<file path="src/rtl/reconf_pkg.sv">
package reconf_pkg;

  typedef enum logic [1:0] {
    XF_IDLE  = 2'd0,
    XF_READ  = 2'd1,
    XF_LATCH = 2'd2,
    XF_SEND  = 2'd3
  } xfer_state_e;

  localparam int CLR_DONE_BIT = 0;
  localparam int CLR_ERR_BIT  = 1;

  // clock cycles per streamed byte when the sink is always ready
  localparam int CYCLES_PER_BYTE = 3;

  function automatic int unsigned best_case_cycles(input int unsigned nbytes);
    return nbytes * CYCLES_PER_BYTE;
  endfunction

endpackage

</file>
<file path="src/rtl/rc_slot_table.sv">
module rc_slot_table #(
  parameter int N_SLOTS = 4,
  parameter int ADDR_W  = 16,
  parameter int LEN_W   = 16,
  localparam int SLOT_W = $clog2(N_SLOTS)
) (
  input  logic              clk,
  input  logic              rst_n,
  input  logic              wr_en,
  input  logic [SLOT_W-1:0] wr_slot,
  input  logic [ADDR_W-1:0] wr_start,
  input  logic [LEN_W-1:0]  wr_len,
  input  logic [SLOT_W-1:0] rd_slot,
  output logic [ADDR_W-1:0] rd_start,
  output logic [LEN_W-1:0]  rd_len
);

  logic [ADDR_W-1:0] starts [N_SLOTS];
  logic [LEN_W-1:0]  lens   [N_SLOTS];

  for (genvar s = 0; s < N_SLOTS; s++) begin : g_slot
    logic [ADDR_W-1:0] r_start;
    logic [LEN_W-1:0]  r_len;
    always_ff @(posedge clk) begin
      if (!rst_n) begin
        r_start <= '0;
        r_len   <= '0;
      end else if (wr_en && wr_slot == SLOT_W'(s)) begin
        r_start <= wr_start;
        r_len   <= wr_len;
      end
    end
    assign starts[s] = r_start;
    assign lens[s]   = r_len;
  end

  assign rd_start = starts[rd_slot];
  assign rd_len   = lens[rd_slot];

endmodule

</file>
<file path="src/rtl/rc_area_map.sv">
module rc_area_map #(
  parameter int N_AREAS = 2,
  parameter int SLOT_W  = 2,
  localparam int AREA_W = $clog2(N_AREAS)
) (
  input  logic                      clk,
  input  logic                      rst_n,
  input  logic                      wr_en,
  input  logic                      wr_full,
  input  logic [AREA_W-1:0]         wr_idx,
  input  logic [SLOT_W-1:0]         wr_slot,
  output logic [N_AREAS-1:0]        full,
  output logic [N_AREAS*SLOT_W-1:0] slot_flat
);

  for (genvar a = 0; a < N_AREAS; a++) begin : g_area
    logic              r_full;
    logic [SLOT_W-1:0] r_slot;
    always_ff @(posedge clk) begin
      if (!rst_n) begin
        r_full <= 1'b0;
        r_slot <= '0;
      end else if (wr_en && wr_idx == AREA_W'(a)) begin
        r_full <= wr_full;
        if (wr_full) r_slot <= wr_slot;
      end
    end
    assign full[a] = r_full;
    assign slot_flat[a*SLOT_W +: SLOT_W] = r_slot;
  end

endmodule

</file>
<file path="src/rtl/rc_streamer.sv">
module rc_streamer
  import reconf_pkg::*;
#(
  parameter int ADDR_W = 16,
  parameter int LEN_W  = 16
) (
  input  logic              clk,
  input  logic              rst_n,
  input  logic              start,
  input  logic [ADDR_W-1:0] start_addr,
  input  logic [LEN_W-1:0]  start_len,
  output logic              mem_re,
  output logic [ADDR_W-1:0] mem_addr,
  input  logic [7:0]        mem_rdata,
  output logic              cfg_valid,
  input  logic              cfg_ready,
  output logic [7:0]        cfg_data,
  output logic              busy,
  output logic              fin
);

  xfer_state_e       state;
  logic [ADDR_W-1:0] ptr;
  logic [LEN_W-1:0]  left;
  logic [7:0]        byte_q;

  function automatic logic is_last(input logic [LEN_W-1:0] remaining);
    return remaining == LEN_W'(1);
  endfunction

  logic beat;
  assign beat = (state == XF_SEND) && cfg_ready;

  always_ff @(posedge clk) begin
    if (!rst_n) begin
      state  <= XF_IDLE;
      ptr    <= '0;
      left   <= '0;
      byte_q <= '0;
    end else begin
      unique case (state)
        XF_IDLE: if (start && start_len != '0) begin
          ptr   <= start_addr;
          left  <= start_len;
          state <= XF_READ;
        end
        XF_READ:  state <= XF_LATCH;
        XF_LATCH: begin
          byte_q <= mem_rdata;
          state  <= XF_SEND;
        end
        XF_SEND: if (beat) begin
          ptr   <= ptr + ADDR_W'(1);
          left  <= left - LEN_W'(1);
          state <= is_last(left) ? XF_IDLE : XF_READ;
        end
        default: state <= XF_IDLE;
      endcase
    end
  end

  assign mem_re    = (state == XF_READ);
  assign mem_addr  = ptr;
  assign cfg_valid = (state == XF_SEND);
  assign cfg_data  = byte_q;
  assign busy      = (state != XF_IDLE);
  assign fin       = beat && is_last(left);

endmodule

</file>
<file path="src/rtl/reconf_ctrl.sv">
module reconf_ctrl
  import reconf_pkg::*;
#(
  parameter int ADDR_W  = 16,
  parameter int LEN_W   = 16,
  parameter int N_SLOTS = 4,
  parameter int N_AREAS = 2,
  localparam int SLOT_W = $clog2(N_SLOTS),
  localparam int AREA_W = $clog2(N_AREAS),
  localparam int CMD_W  = AREA_W + SLOT_W + 1
) (
  input  logic                      clk,
  input  logic                      rst_n,
  input  logic                      mode_load,
  input  logic                      host_mem_wr,
  input  logic [ADDR_W-1:0]         host_mem_addr,
  input  logic [7:0]                host_mem_data,
  output logic                      host_mem_ok,
  input  logic                      host_tbl_wr,
  input  logic [SLOT_W-1:0]         host_tbl_slot,
  input  logic [ADDR_W-1:0]         host_tbl_start,
  input  logic [LEN_W-1:0]          host_tbl_len,
  input  logic                      cpu_cmd_wr,
  input  logic [CMD_W-1:0]          cpu_cmd,
  input  logic                      cpu_clr_wr,
  input  logic [1:0]                cpu_clr,
  output logic                      st_busy,
  output logic                      st_done,
  output logic                      st_error,
  output logic                      irq,
  output logic [N_AREAS-1:0]        iso_en,
  output logic [N_AREAS*SLOT_W-1:0] area_slot,
  output logic                      mem_we,
  output logic                      mem_re,
  output logic [ADDR_W-1:0]         mem_addr,
  output logic [7:0]                mem_wdata,
  input  logic [7:0]                mem_rdata,
  output logic                      cfg_valid,
  input  logic                      cfg_ready,
  output logic [7:0]                cfg_data,
  output logic [AREA_W-1:0]         cfg_area
);

  // command decode
  logic              cmd_drop;
  logic [AREA_W-1:0] cmd_area;
  logic [SLOT_W-1:0] cmd_slot;
  assign cmd_area = cpu_cmd[AREA_W-1:0];
  assign cmd_slot = cpu_cmd[AREA_W +: SLOT_W];
  assign cmd_drop = cpu_cmd[CMD_W-1];

  // named internal events
  logic xfer_busy, xfer_fin;
  logic host_gate, cmd_accept, cmd_reject;
  logic sel_go, drop_go, zero_go, stream_go;

  logic [ADDR_W-1:0] tbl_start;
  logic [LEN_W-1:0]  tbl_len;
  logic [ADDR_W-1:0] strm_addr;
  logic [AREA_W-1:0] tgt_area;
  logic [SLOT_W-1:0] tgt_slot;
  logic              done_q, err_q;

  function automatic logic may_command(input logic busy, input logic load);
    return !busy && !load;
  endfunction

  assign host_gate  = mode_load && !xfer_busy;
  assign cmd_accept = cpu_cmd_wr && may_command(xfer_busy, mode_load);
  assign cmd_reject = cpu_cmd_wr && !cmd_accept;
  assign sel_go     = cmd_accept && !cmd_drop;
  assign drop_go    = cmd_accept && cmd_drop;
  assign zero_go    = sel_go && (tbl_len == '0);
  assign stream_go  = sel_go && (tbl_len != '0);

  rc_slot_table #(.N_SLOTS(N_SLOTS), .ADDR_W(ADDR_W), .LEN_W(LEN_W)) u_table (
    .clk      (clk),
    .rst_n    (rst_n),
    .wr_en    (host_tbl_wr && host_gate),
    .wr_slot  (host_tbl_slot),
    .wr_start (host_tbl_start),
    .wr_len   (host_tbl_len),
    .rd_slot  (cmd_slot),
    .rd_start (tbl_start),
    .rd_len   (tbl_len)
  );

  rc_streamer #(.ADDR_W(ADDR_W), .LEN_W(LEN_W)) u_stream (
    .clk        (clk),
    .rst_n      (rst_n),
    .start      (stream_go),
    .start_addr (tbl_start),
    .start_len  (tbl_len),
    .mem_re     (mem_re),
    .mem_addr   (strm_addr),
    .mem_rdata  (mem_rdata),
    .cfg_valid  (cfg_valid),
    .cfg_ready  (cfg_ready),
    .cfg_data   (cfg_data),
    .busy       (xfer_busy),
    .fin        (xfer_fin)
  );

  // area bookkeeping: at most one writer per cycle (fin only while busy,
  // commands only while idle)
  logic              map_wr, map_full;
  logic [AREA_W-1:0] map_idx;
  logic [SLOT_W-1:0] map_slot;
  assign map_wr   = stream_go || drop_go || zero_go || xfer_fin;
  assign map_full = zero_go || xfer_fin;
  assign map_idx  = xfer_fin ? tgt_area : cmd_area;
  assign map_slot = xfer_fin ? tgt_slot : cmd_slot;

  rc_area_map #(.N_AREAS(N_AREAS), .SLOT_W(SLOT_W)) u_areas (
    .clk       (clk),
    .rst_n     (rst_n),
    .wr_en     (map_wr),
    .wr_full   (map_full),
    .wr_idx    (map_idx),
    .wr_slot   (map_slot),
    .full      (iso_en),
    .slot_flat (area_slot)
  );

  always_ff @(posedge clk) begin
    if (!rst_n) begin
      tgt_area <= '0;
      tgt_slot <= '0;
    end else if (stream_go) begin
      tgt_area <= cmd_area;
      tgt_slot <= cmd_slot;
    end
  end

  // sticky flags: a new event wins over a clear in the same cycle
  always_ff @(posedge clk) begin
    if (!rst_n) begin
      done_q <= 1'b0;
      err_q  <= 1'b0;
    end else begin
      if (xfer_fin || zero_go)                       done_q <= 1'b1;
      else if (cpu_clr_wr && cpu_clr[CLR_DONE_BIT])  done_q <= 1'b0;
      if (cmd_reject)                                err_q  <= 1'b1;
      else if (cpu_clr_wr && cpu_clr[CLR_ERR_BIT])   err_q  <= 1'b0;
    end
  end

  assign st_busy  = xfer_busy;
  assign st_done  = done_q;
  assign st_error = err_q;
  assign irq      = done_q;

  // shared memory port
  assign host_mem_ok = host_mem_wr && host_gate;
  assign mem_we      = host_mem_ok;
  assign mem_wdata   = host_mem_data;
  assign mem_addr    = xfer_busy ? strm_addr : host_mem_addr;
  assign cfg_area    = tgt_area;

endmodule

</file>
<file path="config.mk">
export PLATFORM = sky130hd
export DESIGN_NAME = reconf_ctrl
export DESIGN_NICKNAME = d
export VERILOG_FILES = /design/src/rtl/reconf_pkg.sv /design/src/rtl/rc_slot_table.sv /design/src/rtl/rc_area_map.sv /design/src/rtl/rc_streamer.sv /design/src/rtl/reconf_ctrl.sv
export SDC_FILE = /design/constraint.sdc
export NUM_CORES = 1
export LEC_CHECK = 0
export ABC_AREA = 1
export BUFFER_PORTS_ARGS = -buffer_cell sky130_fd_sc_hd__buf_4
export CAP_MARGIN = 20
export CORE_MARGIN = 5
export CORE_UTILIZATION = 52
export CTS_CLUSTER_DIAMETER = 200
export DETAILED_ROUTE_END_ITERATION = 6
export PLACE_DENSITY = 0.83
export SETUP_SLACK_MARGIN = 0.2
export SLEW_MARGIN = 20
export SYNTH_ARGS = -nofsm -noshare
export SYNTH_HDL_FRONTEND = slang
export SYNTH_SLANG_ARGS = --single-unit
</file>
<file path="constraint.sdc">
create_clock -name clk -period 4.5 [get_ports clk]
set_clock_uncertainty 0.05 [all_clocks]
set_input_delay 0.9 -clock clk [delete_from_list [all_inputs] [get_ports clk]]
set_output_delay 0.9 -clock clk [all_outputs]
set_load 0.02 [all_outputs]
</file>
## After elaboration in Yosys (flattened, before gate mapping)

Index checks and enable logic that the tools add are counted.

| word-level totals | value |
|---|---|
| register bits | 181 |
| input bits | 80 |
| output and inout bits | 47 |
| logic and storage cells | 98 |

| cells by class | value |
|---|---|
| $add $sub $neg | 2 |
| $lt $le $gt $ge | 1 |
| eq/ne operators | 9 |
| mux-type cells | 23 |
| bitwise gates (word level) | 2 |
| reductions and logical operators | 41 |

Operators with widths:

| kind | number |
|---|---|
| two-way mux 16 bit | 9 |
| binary-select mux 16 bit (select 2 bit) | 2 |
| one-hot mux 16 bit (2 select lines) | 2 |
| logical AND 1 bit | 21 |
| adder 16 x 1 -> 16 bit (second input constant) | 1 |
| == test 16 x 1 -> 1 bit (second input constant) | 1 |
| zero test 16 bit | 1 |
| nonzero test 16 bit | 1 |
| subtractor 16 x 1 -> 16 bit (second input constant) | 1 |
| == test 2 bit (second input constant) | 4 |
| one-hot mux 2 bit (4 select lines) | 1 |
| nonzero test 2 bit | 4 |
| two-way mux 1 bit | 6 |
| two-way mux 2 bit | 3 |
| AND reduction 2 bit | 3 |
| == test 2 x 1 -> 1 bit (second input constant) | 2 |
| zero test 1 bit | 4 |
| zero test 2 bit | 2 |
| logical OR 1 bit | 4 |
| inequality test 2 x 1 -> 1 bit (second input constant) | 2 |
| >= comparator 3 bit (second input constant) | 1 |
| NOT 2 -> 3 bit | 1 |
| AND reduction 3 bit | 1 |
| NOT 1 bit | 1 |

## Longest topological paths before layout

| logic depth | value |
|---|---|
| depth in word-level cells | 11 |
| gate-level depth with buffers | 14 |
| mapped depth without buffers | 13 |

## Cells and area by module

A second synthesis with hierarchy kept.

| second synthesis, totals | value |
|---|---|
| cells, all modules | 1641 |
| area, all modules | 10050.9 um^2 |

Modules (own cells, without submodules):

| module | instances | cells an instance | area an instance (um^2) | seq. area each (um^2) |
|---|---|---|---|---|
| rc_slot_table | 1 | 1001 | 6222.2 | 2562.5 |
| rc_streamer | 1 | 480 | 2874.0 | 840.8 |
| reconf_ctrl | 1 | 122 | 691.9 | 100.1 |
| rc_area_map | 1 | 38 | 262.8 | 120.1 |

## Least setup slack after synthesis

OpenSTA, ideal clock, no wires.

| timing | value |
|---|---|
| kind | input -> register |
| start | input cpu_cmd[2] |
| end | register u_stream.left[10] |
| library setup time | 0.115 ns |
| arrival | 2.312 ns |
| required time | 4.335 ns |
| path slack | 2.023 ns |
| stages | 12 |
| buffers on the path | 3 |
| path through | buf_2 buf_2 nand3_1 nand2_1 nand2_1 nor2_1 nand2_1 o21ai_4 nand2_2 clkbuf_1 a21oi_1 nor2_1 |

| on the way | value |
|---|---|
| cells in the longest elaborated chain, start to end | 9 |
| elaborated cells between the ends (all ways) | 11 |
| those cells by class | eq/ne: 1; mux: 5; bitwise: 1; reduce/logical: 4 |

Ends and longest elaborated chain:

| item | RTL line | source |
|---|---|---|
| start, declared | reconf_ctrl.sv:24 | `input logic [CMD_W-1:0] cpu_cmd,` |
| NOT 2 -> 3 bit (implied by the code) (*) | rc_slot_table.sv:38 | `assign rd_len = lens[rd_slot];` |
| binary-select mux 16 bit (select 2 bit) (*) | rc_slot_table.sv:38 |  |
| two-way mux 16 bit (implied by the code) (*) (2 in a row) | rc_slot_table.sv:38 |  |
| nonzero test 16 bit | rc_streamer.sv:42, reconf_ctrl.sv:74 |  |
| logical AND 1 bit | reconf_ctrl.sv:74 | `assign stream_go = sel_go && (tbl_len != '0);` |
| logical AND 1 bit | rc_streamer.sv:42 | `XF_IDLE: if (start && start_len != '0) begin` |
| inequality test 2 x 1 -> 1 bit (no source line) | n/a |  |
| AND reduction 3 bit (no source line) | n/a |  |
| end signal, assigned | rc_streamer.sv:44 | `left <= start_len;` |
| end signal, assigned | rc_streamer.sv:54 | `left <= left - LEN_W'(1);` |
| end, declared | rc_streamer.sv:24 | `logic [LEN_W-1:0] left;` |

Mark *: on every way between the ends. The rest lies on a longest branch, timed or not. The select of a mux whose other input is x is not followed.
A chain may end at the register's enable or synchronous reset.

## Worst setup path in the final report

| timing | value |
|---|---|
| start | register u_stream.state[0] |
| end | register u_stream.left[9] |

| on the way | value |
|---|---|
| cells in the longest elaborated chain, start to end | 9 |
| elaborated cells between the ends (all ways) | 15 |
| those cells by class | eq/ne: 3; mux: 1; reduce/logical: 11 |

Ends and longest elaborated chain:

| item | RTL line | source |
|---|---|---|
| start, declared | rc_streamer.sv:22 | `xfer_state_e state;` |
| start signal, assigned | rc_streamer.sv:55 | `state <= is_last(left) ? XF_IDLE : XF_READ;` |
| nonzero test 2 bit | rc_streamer.sv:66 | `assign busy = (state != XF_IDLE);` |
| zero test 1 bit | reconf_ctrl.sv:65 | `return !busy && !load;` |
| logical AND 1 bit | reconf_ctrl.sv:65 |  |
| logical AND 1 bit | reconf_ctrl.sv:69 | `assign cmd_accept = cpu_cmd_wr && may_command(xfer_busy, mode_load);` |
| logical AND 1 bit | reconf_ctrl.sv:71 | `assign sel_go = cmd_accept && !cmd_drop;` |
| logical AND 1 bit | reconf_ctrl.sv:74 |  |
| logical AND 1 bit | rc_streamer.sv:42 |  |
| inequality test 2 x 1 -> 1 bit (no source line) | n/a |  |
| AND reduction 3 bit (no source line) | n/a |  |

Parallel ways exist; a longest one is shown, timed or not.

==> reports/metrics.csv <==
metric,value,unit
status,completed,
type of destination of the critical path,flip-flop,
RSZ-0062 raised after global routing,false,
P per Cell Area,499.8,nW/um^2
H-Tree Depth,4,
Switching Power,0.001859,W
fin crit period,3.196,ns
Hold Path Class,reg -> reg,
final worst-path cycle share,0.7103,
Iter 0 DRT Violations,1130,
worst path required time,4.82,ns
sequential share of the synthesized area,0.4139,
highest clock rate,312.9,MHz
"EDFF count, synth",0,
Post-DRT Antenna Nets,0,
main area contributors after synthesis,"dfxtp_1 (41%), nor2_1 (14%), o21ai_0 (12%)",
Post-synth top flop,dfxtp_1,
r2r setup slk,1.30,ns
Total Wirelength,24180,um
clk_lat worst skew,0.44,ns
die width,139.8,um
first-pass GRT wire length,39970,um
vias,8867,
top post-synthesis cells by count,"nor2_1 (330), nand2_1 (234), o21ai_0 (210)",
Cells after Synth,1337,
critical path class,reg -> reg,
P&R area growth vs syn,16.18,%
antenna violations before repair,0,
most frequent cell after synthesis,nor2_1,
drt pass-1 iters,6,
post-synth net total,1425,
RePlAce Congestion,0.9321,
Post-Syn Area,8755,sq um
DPL Wire Length,15770,um
Comb power frac,0.309,
fillers,1484,
Clk pwr share,0.299,
worst-margin pin slew,1.079,ns
Syn Area/Cell,6.548,sq um
TritonCTS Sinks,181,
largest net degree at the start of global routing,97,
leading area contributor after synthesis,dfxtp_1,
Synthesis Warnings,0,
setup TNS,0,ns
Max Slew Vio Count,0,
core area,16520,sq um
Total GRT Usage,0.2435,
fin nets,1475,
Non-Filler Instances,1620,
internal cell power,0.003224,W
R2R cell count,8,
Die H,139.8,um
clock slew at reported path FFs,0.07,ns
#FFs+latches synth,181,
DR DRC count,0,
worst relative slew slack,0.2801,
hold depth,2,
Yosys top cell area share,0.4139,
final hold violations,0,
n_diodes,0,
placed cells,1588,
CP Max Fanout,23,
Starting Density,0.5298,
Ports,127,
# setup viols final,0,
fraction of registers with async set/reset,0,
Sw Share,0.3658,
Yosys cell types,32,
total grt overflow,0,
Worst Path Arrival,3.52,ns
row count,47,
vias per inst,5.473,
number of global-route vias before repair,8086,
full die area,19530,sq um
TritonCTS clock tree,done,
Num CTS Buffers,17,
post-DR wirelength/cell,14.92,um
CTS Root Cell,clkbuf_16,
leakage power,4.527,nW
post-CTS setup buffers,0,
Resized cells post-CTS,0,
Seq pwr share,0.392,
share of cells above drive strength 1,0.1200,
VDD IR-drop max,0.0003433,V
IO buf count,110,
clock buffer depth,2,
max-capacitance violation count,0,
Worst setup SP type,flip-flop,
Hold Buf Count CTS,0,
==> power by group through the flow <==
stage	logic [W]	clock network [W]	registers, W
finish	0.00157	0.00152	0.00199
global route	0.00178	0.00160	0.00202
CTS	0.00156	0.00152	0.00199
floorplan	0.00114	0	0.00200
global placement	0.00151	0	0.00202
detailed placement	0.00155	0	0.00202
==> critical path, cell delays in order, from the launching register on <==
cell and delay [ns]:
dfxtp_1 0.42, ha_1 0.78, clkinv_1 0.76, buf_4 0.42, a21oi_1 0.27, a31oi_1 0.14, nand3_1 0.12, nand2_1 0.05
nor2_1 0.11
==> layer usage <==
metal / vias up / wire length, um / global-route usage
met5: - / 0 / 0
met4: 0 / 245 / 0.05864
met3: 22 / 2427 / 0.06621
met2: 393 / 10750 / 0.3763
met1: 4035 / 10760 / 0.3406
li1: 4417 / - / -
==> worst paths after layout <==
check	end	start
setup / recovery	u_stream.left[9]	u_stream.state[0]
hold / removal	u_table.g_slot[2].r_start[0]	u_table.g_slot[2].r_start[0]
setup reg to reg	u_stream.left[9]	u_stream.state[0]
hold reg to reg	u_table.g_slot[2].r_start[0]	u_table.g_slot[2].r_start[0]
==> placed cells by master (no fill, tap or decap), types with 2 or more instances in the layout <==
master	netlist	final
xor2_1	14	14
nand2_2	2	2
nor3_2	0	4
clkinv_2	0	3
inv_1	55	55
a21oi_1	80	80
a22oi_1	2	2
clkinv_1	3	3
nand4_1	2	2
nand2_1	234	234
bufinv_16	0	2
dfxtp_1	181	181
a31oi_1	3	3
nor2_1	330	330
inv_6	0	5
o21ai_0	210	210
nand3b_1	5	5
o22ai_1	3	3
ha_1	8	8
buf_4	13	128
clkbuf_8	0	2
clkinvlp_4	0	2
nor3_1	14	10
nand3_1	84	84
clkbuf_16	0	17
==> kinds of logic (layout without fill, tap and decap cells) <==
| family | after synthesis | in the layout | synth area share |
|---|---|---|---|
| flops | 181 | 181 | 0.4139 |
| buf+inv | 156 | 219 | 0.07503 |
| simple gates | 673 | 673 | 0.3064 |
| xor+xnor | 15 | 15 | 0.01501 |
| compound gates | 304 | 304 | 0.1782 |
| fa+ha+maj | 8 | 8 | 0.01143 |
==> cell type report <==
cell class / count / area (sq um) / share of cell area
well taps: 220 / 275.3 / 0.02706
clock buffers: 19 / 452.9 / 0.04453
multi-input cells: 1000 / 4494 / 0.4419
repair buffers: 128 / 960.9 / 0.09448
flip-flops and latches: 181 / 3623 / 0.3563
inverters: 59 / 221.5 / 0.02177
clock inverters: 13 / 142.6 / 0.01402
==> registers in the layout, summed over array words and instances (netlist names), 2 cells and up <==
name,cells
tgt_slot,2
u_areas.g_area.r_full,2
u_areas.g_area.r_slot,4
u_stream.cfg_data,8
u_stream.left,16
u_stream.mem_addr,16
u_stream.state,2
u_table.g_slot.r_len,64
u_table.g_slot.r_start,64
==> through the flow <==
stage | total power, W | worst slack (ns) | util | instance area [sq um] | hold WS [ns]
detailed placement | 0.003570 | 0.9598 | 0.5795 | 9575 | 0.3927
floorplan | 0.003140 | 2.023 | - | 8755 | 0.3744
global route | 0.005405 | 1.029 | 0.6155 | 10170 | 0.4342
finish | 0.005084 | 1.304 | 0.6155 | 10170 | 0.4060
global placement | 0.003531 | 1.107 | 0.5795 | 9575 | 0.3844
CTS | 0.005076 | 1.422 | 0.6155 | 10170 | 0.4037
Power figures use the tool's default switching activity.
